<file path="src/rtl/ccs_pkg.sv">
package ccs_pkg;
  typedef enum logic [1:0] {
    SRC_OSC    = 2'd0,
    SRC_XTAL   = 2'd1,
    SRC_EXTPIN = 2'd2
  } srcSel_e;

  // strobes from control to the divider path
  typedef struct packed {
    logic hold;    // nap: freeze output, clear count, reload divider
    logic useExt;  // base tick comes from the halved external pin
  } ccsCtl_t;
endpackage

</file>
<file path="src/rtl/ccs_ctrl.sv">
module ccs_ctrl
  import ccs_pkg::*;
(
  input  logic       clk,
  input  logic       rstN,
  input  logic [1:0] srcReq,
  input  logic       napReq,
  input  logic       wakeIrq,
  output ccsCtl_t    ctl,
  output logic       napOn,
  output logic [1:0] activeSrc
);
  srcSel_e curSrc, pendSrc;

  always_ff @(posedge clk) begin
    if (!rstN) begin
      napOn   <= 1'b0;
      curSrc  <= SRC_OSC;
      pendSrc <= SRC_OSC;
    end else if (napOn) begin
      if (wakeIrq) begin
        napOn  <= 1'b0;
        curSrc <= pendSrc;
      end
    end else if (napReq) begin
      napOn   <= 1'b1;
      pendSrc <= (srcReq == 2'd3) ? curSrc : srcSel_e'(srcReq);
    end
  end

  assign activeSrc  = curSrc;
  assign ctl.hold   = napOn;
  assign ctl.useExt = (curSrc == SRC_EXTPIN);

  // the source moves only on a nap exit
  p_src_on_wake_r8: assert property (@(posedge clk) disable iff (!rstN)
    !$stable(activeSrc) |-> ($past(napOn) && $past(wakeIrq)))
    else $error("activeSrc changed outside nap exit");

  // nap persists until woken
  p_nap_hold_r7: assert property (@(posedge clk) disable iff (!rstN)
    (napOn && !wakeIrq) |=> napOn)
    else $error("nap left without wake");

  // nap request while awake enters nap
  p_nap_enter_r6: assert property (@(posedge clk) disable iff (!rstN)
    (!napOn && napReq) |=> napOn)
    else $error("nap not entered");

  // reserved code never becomes active
  p_src_legal_r8: assert property (@(posedge clk) disable iff (!rstN)
    activeSrc != 2'd3)
    else $error("reserved source active");
endmodule

</file>
<file path="src/rtl/ccs_divpath.sv">
module ccs_divpath
  import ccs_pkg::*;
#(
  parameter int DIV_W     = 3,
  parameter int RESET_DIV = 3,
  parameter bit EXT_HALVE = 1'b1
) (
  input  logic             clk,
  input  logic             rstN,
  input  ccsCtl_t          ctl,
  input  logic [DIV_W-1:0] divSel,
  input  logic             extClkEn,
  output logic             coreEn
);
  localparam int CNT_W = (1 << DIV_W) - 1;

  logic [DIV_W-1:0] curDiv;
  logic [CNT_W-1:0] cnt, lastCnt;
  logic             extTick, baseTick, atEnd;

  generate
    if (EXT_HALVE) begin : g_halve
      logic phase;
      always_ff @(posedge clk) begin
        if (!rstN || ctl.hold) phase <= 1'b0;
        else if (ctl.useExt && extClkEn) phase <= ~phase;
      end
      assign extTick = extClkEn && phase;
    end else begin : g_direct
      assign extTick = extClkEn;
    end
  endgenerate

  assign baseTick = ctl.useExt ? extTick : 1'b1;
  assign lastCnt  = (CNT_W'(1) << curDiv) - CNT_W'(1);
  assign atEnd    = baseTick && (cnt == lastCnt);
  assign coreEn   = !ctl.hold && atEnd;

  always_ff @(posedge clk) begin
    if (!rstN) begin
      cnt    <= '0;
      curDiv <= DIV_W'(RESET_DIV);
    end else if (ctl.hold) begin
      cnt    <= '0;
      curDiv <= divSel;
    end else if (atEnd) begin
      cnt    <= '0;
      curDiv <= divSel;
    end else if (baseTick) begin
      cnt <= cnt + CNT_W'(1);
    end
  end

  // divider only reloads at a period end or during nap
  p_div_defer_r4: assert property (@(posedge clk) disable iff (!rstN)
    (!coreEn && !ctl.hold) |=> $stable(curDiv))
    else $error("divider changed mid-period");

  // count stays inside the period
  p_cnt_range_r1: assert property (@(posedge clk) disable iff (!rstN)
    cnt <= lastCnt)
    else $error("count beyond period");

  // no enable while held
  p_quiet_nap_r6: assert property (@(posedge clk) disable iff (!rstN)
    ctl.hold |-> !coreEn)
    else $error("enable during nap");
endmodule

</file>
<file path="src/rtl/ccs_top.sv">
module ccs_top
  import ccs_pkg::*;
#(
  parameter int DIV_W     = 3,
  parameter int RESET_DIV = 3
) (
  input  logic             clk,
  input  logic             rstN,
  input  logic [DIV_W-1:0] divSel,
  input  logic [1:0]       srcReq,
  input  logic             napReq,
  input  logic             wakeIrq,
  input  logic             extClkEn,
  output logic             coreEn,
  output logic             napOn,
  output logic [1:0]       activeSrc
);
  ccsCtl_t ctl;

  ccs_ctrl u_ctrl (
    .clk(clk), .rstN(rstN), .srcReq(srcReq), .napReq(napReq),
    .wakeIrq(wakeIrq), .ctl(ctl), .napOn(napOn), .activeSrc(activeSrc)
  );

  ccs_divpath #(.DIV_W(DIV_W), .RESET_DIV(RESET_DIV), .EXT_HALVE(1'b1)) u_div (
    .clk(clk), .rstN(rstN), .ctl(ctl), .divSel(divSel),
    .extClkEn(extClkEn), .coreEn(coreEn)
  );
endmodule

</file>
<file path="config.mk">
export PLATFORM = sky130hd
export DESIGN_NAME = ccs_top
export DESIGN_NICKNAME = d
export VERILOG_FILES = /design/src/rtl/ccs_pkg.sv /design/src/rtl/ccs_ctrl.sv /design/src/rtl/ccs_divpath.sv /design/src/rtl/ccs_top.sv
export SDC_FILE = /design/constraint.sdc
export NUM_CORES = 1
export LEC_CHECK = 0
export BUFFER_PORTS_ARGS = -buffer_cell sky130_fd_sc_hd__buf_2
export CORE_MARGIN = 8
export CORE_UTILIZATION = 37
export CTS_CLUSTER_DIAMETER = 60
export CTS_CLUSTER_SIZE = 8
export DETAILED_ROUTE_END_ITERATION = 6
export PLACE_DENSITY = 0.68
export SKIP_CTS_REPAIR_TIMING = 1
export SLEW_MARGIN = 20
export SYNTH_ARGS = -nofsm -noshare
export SYNTH_HDL_FRONTEND = slang
export SYNTH_SLANG_ARGS = --single-unit
</file>
<file path="constraint.sdc">
create_clock -name clk -period 1.8 [get_ports clk]
set_input_delay 0.27 -clock clk [delete_from_list [all_inputs] [get_ports clk]]
set_output_delay 0.27 -clock clk [all_outputs]
set_load 0.05 [all_outputs]
</file>
==> impl_metrics.csv <==
group,metric,value,unit
placed_design,place_hpwl,1620,um
synth,synthFlopType,"dfxtp_1",
floorplan,start_util,0.394,
synth,syn_avg_cell_area,8.29,um2
global_route,grtUsageTotal,0.101,
setup_path,max_stage_delay,0.53,ns
sta,tightest_slew,0.398,ns
final_layout,antenna_cells,0,
final_layout,fin_nets,152,
placed_design,pre_cts_slack,-0.386,ns
route,via_per_inst,5.14,
sta,tns,-0.694,ns
synth,yosysTopAreaCell,"dfxtp_1",
sta,final-max-slew-violation-count,0,
synth,ys_ff_latch,16,
clock_tree,cts_tree,"done",
synth,synth_area_leaders,"dfxtp_1 37%, xnor2_1 7.0%, nand2_1 6.9%",
floorplan,ios,14,
run_status,violations,"negative setup slack",
synth,synth_common_cells,"16 x dfxtp_1, 16 x nand2_1, 9 x nor2_1",
sta,max-slew-margin-rel,0.733,
sta,hold_viol_final,0,
final_layout,drive_gt1_frac,0.388,
flow_run,drv_cap,0,
placed_design,dp.cells,163,
clock_tree,clockBufferDepth,2,
power_and_ir_drop,ir_worst_vdd,0.391,mV
sta,timing.hold.ws,0.193,ns
setup_path,critical_path.top_delay_family,"simple AND/OR/NAND/NOR gates",
floorplan,die_h,64.5,um
route,vias,858,
clock_tree,clockRootBuffer,"clkbuf_4",
route,drcViolationCount,0,
route,drt_iter0_drc,6,
synth,ys_warn_count,0,
sta,period_needed,2.39,ns
power_and_ir_drop,power_density,613,nW/um2
sta,fin_ws,-0.594,ns
synth,yosysUniqueCellTypes,30,
global_route,grt-ovfl-total,0,
route,dr.pass1.iters,4,
sta,clock.fmax,418,MHz
setup_path,critPathMaxFanout,3,
setup_path,crit_type,"reg -> out",
setup_path,arrival,2.12,ns
floorplan,rows,17,
synth,synth_area,871,um2
setup_path,crit_chain,"buf_4, and3_1, o31ai_2, a21oi_2, or4_4, nor2_4, buf_8",
global_route,grt_max_degree,13,
global_route,antenna_found_initial,0,
setup_path,crit_path_top_delay_cell,"or4_4",
setup_path,critPathBufInv,2,
power_and_ir_drop,leakagePower,0.000502,uW
sta,rsz0062_at_grt,"yes",
route,wl_per_cell,12.5,um
final_layout,nFillCells,209,
placed_design,port_buffers,13,
synth,netlist.area_leader.share,0.368,
clock_tree,clk_latency,0.29,ns
synth,async_flop_share,0,
route,detail-route-antenna-nets,0,
placed_design,gp_congestion,0.756,
sta,finalCritPeriodShare,1.33,
synth,synth-edff-count,0,
clock_tree,htree_levels,1,
clock_tree,clkSlewWorstSetupHoldPaths,0.09,ns
clock_tree,cts_inserted_buffers,3,
final_layout,final_cells,167,
worst_hold_path,hold_path.class,"in -> reg",
global_route,grt_pass1_wl,3370,um
sta,skew,0.00481,ns
synth,syn_nets,116,
synth,seq_area_frac_synth,0.368,
synth,synthCells,105,
run_status,status,"finished with violations",
sta,setup_viol,4,
floorplan,die_w,64.5,um
floorplan,design.core.area,2210,um2
setup_path,critPathLaunchType,"flip-flop",
floorplan,dieArea,4160,um2
global_route,grt_pass1_vias,852,
setup_path,cp.required,1.53,ns
setup_path,end_kind,"primary output",
power_and_ir_drop,total_power,753,uW
route,drt-total-wl,2090,um
clock_tree,clock_sinks,16,
final_layout,area_growth,40.9,%
-- power breakdown --
part	switching (uW)	internal, uW	total, uW
Combinational	87.1	89.1	176
Clock	115	78.0	193
Sequential	15.6	368	384
Total	218	535	753
-- placed cells by master, fill, tap and decap left out, types with 2 or more instances in the layout --
cell type  count
dfxtp_1       10
dfxtp_2        5
nand2_1       16
a21oi_1        3
buf_6          4
a21oi_2        2
nor2b_1        7
buf_4         18
xnor2_1        7
nor2_1         6
mux2i_1        3
nor3_1         2
nand2b_1       2
clkbuf_4       3
and3_1         3
nand3_1        6
a21boi_0       4
nor2_2         2
inv_1          2
nand4_1        3
xor2_1         2
buf_2         12
-- final cells by class --
type / instances / area [um2] / share of cell area
inverters: 2 / 7.51 / 0.00612
flip-flops and latches: 16 / 330 / 0.269
clock buffers: 3 / 22.5 / 0.0183
multi-input cells: 83 / 577 / 0.470
well taps: 28 / 35.0 / 0.0285
repair buffers: 35 / 255 / 0.208
-- registers in the layout (all words and copies together), names as in the netlist --
signal and flops:
u_div.curDiv 3, u_ctrl.activeSrc 2, u_div.g_halve.phase 1, u_ctrl.pendSrc 2, u_ctrl.napOn 1, u_div.cnt 7
-- worst reg2reg max path, cell delays in order (launching register included) --
cell,delay (ns)
dfxtp_2,0.34
buf_4,0.13
and3_1,0.18
o31ai_2,0.28
a21oi_2,0.11
buf_4,0.15
o41a_1,0.39
mux2i_1,0.15
-- path summary, 6_finish.rpt --
kind | slack [ns] | startpoint | cells after the start | endpoint
max reg2reg | -0.04 | u_div.curDiv[2] | 7 | u_div.curDiv[1]
max | -0.59 | u_div.curDiv[2] | 7 | coreEn
min reg2reg | 0.47 | u_ctrl.pendSrc[0] | 2 | u_ctrl.pendSrc[0]
min | 0.19 | wakeIrq | 2 | u_ctrl.napOn
-- routing by layer --
metal  share of wire  wire length [um]  track usage
met1            0.40               828        0.104
met2            0.52              1090        0.173
met3           0.050               104       0.0344
met4           0.033                70       0.0599
met5               0                 0            0
-- per-stage QoR --
stage	cell area, um2	util
2_1_floorplan	891	-
3_3_place_gp	1130	0.511
3_5_place_dp	1130	0.511
4_1_cts	1150	0.521
5_1_grt	1230	0.555
6_report	1230	0.555
-- cell families (layout without fill, tap and decap cells) --
family,Yosys count,in the layout,synth area share
muxes,3,3,0.0345
xor gates and xnor gates,9,9,0.0905
AOI/OAI and AO/OA,16,16,0.149
buffers and inverters,6,40,0.0287
and+or+nand+nor,54,54,0.315
DFF,16,16,0.368
adders and majority gates,1,1,0.0144
(Power assumes the default switching activity.)
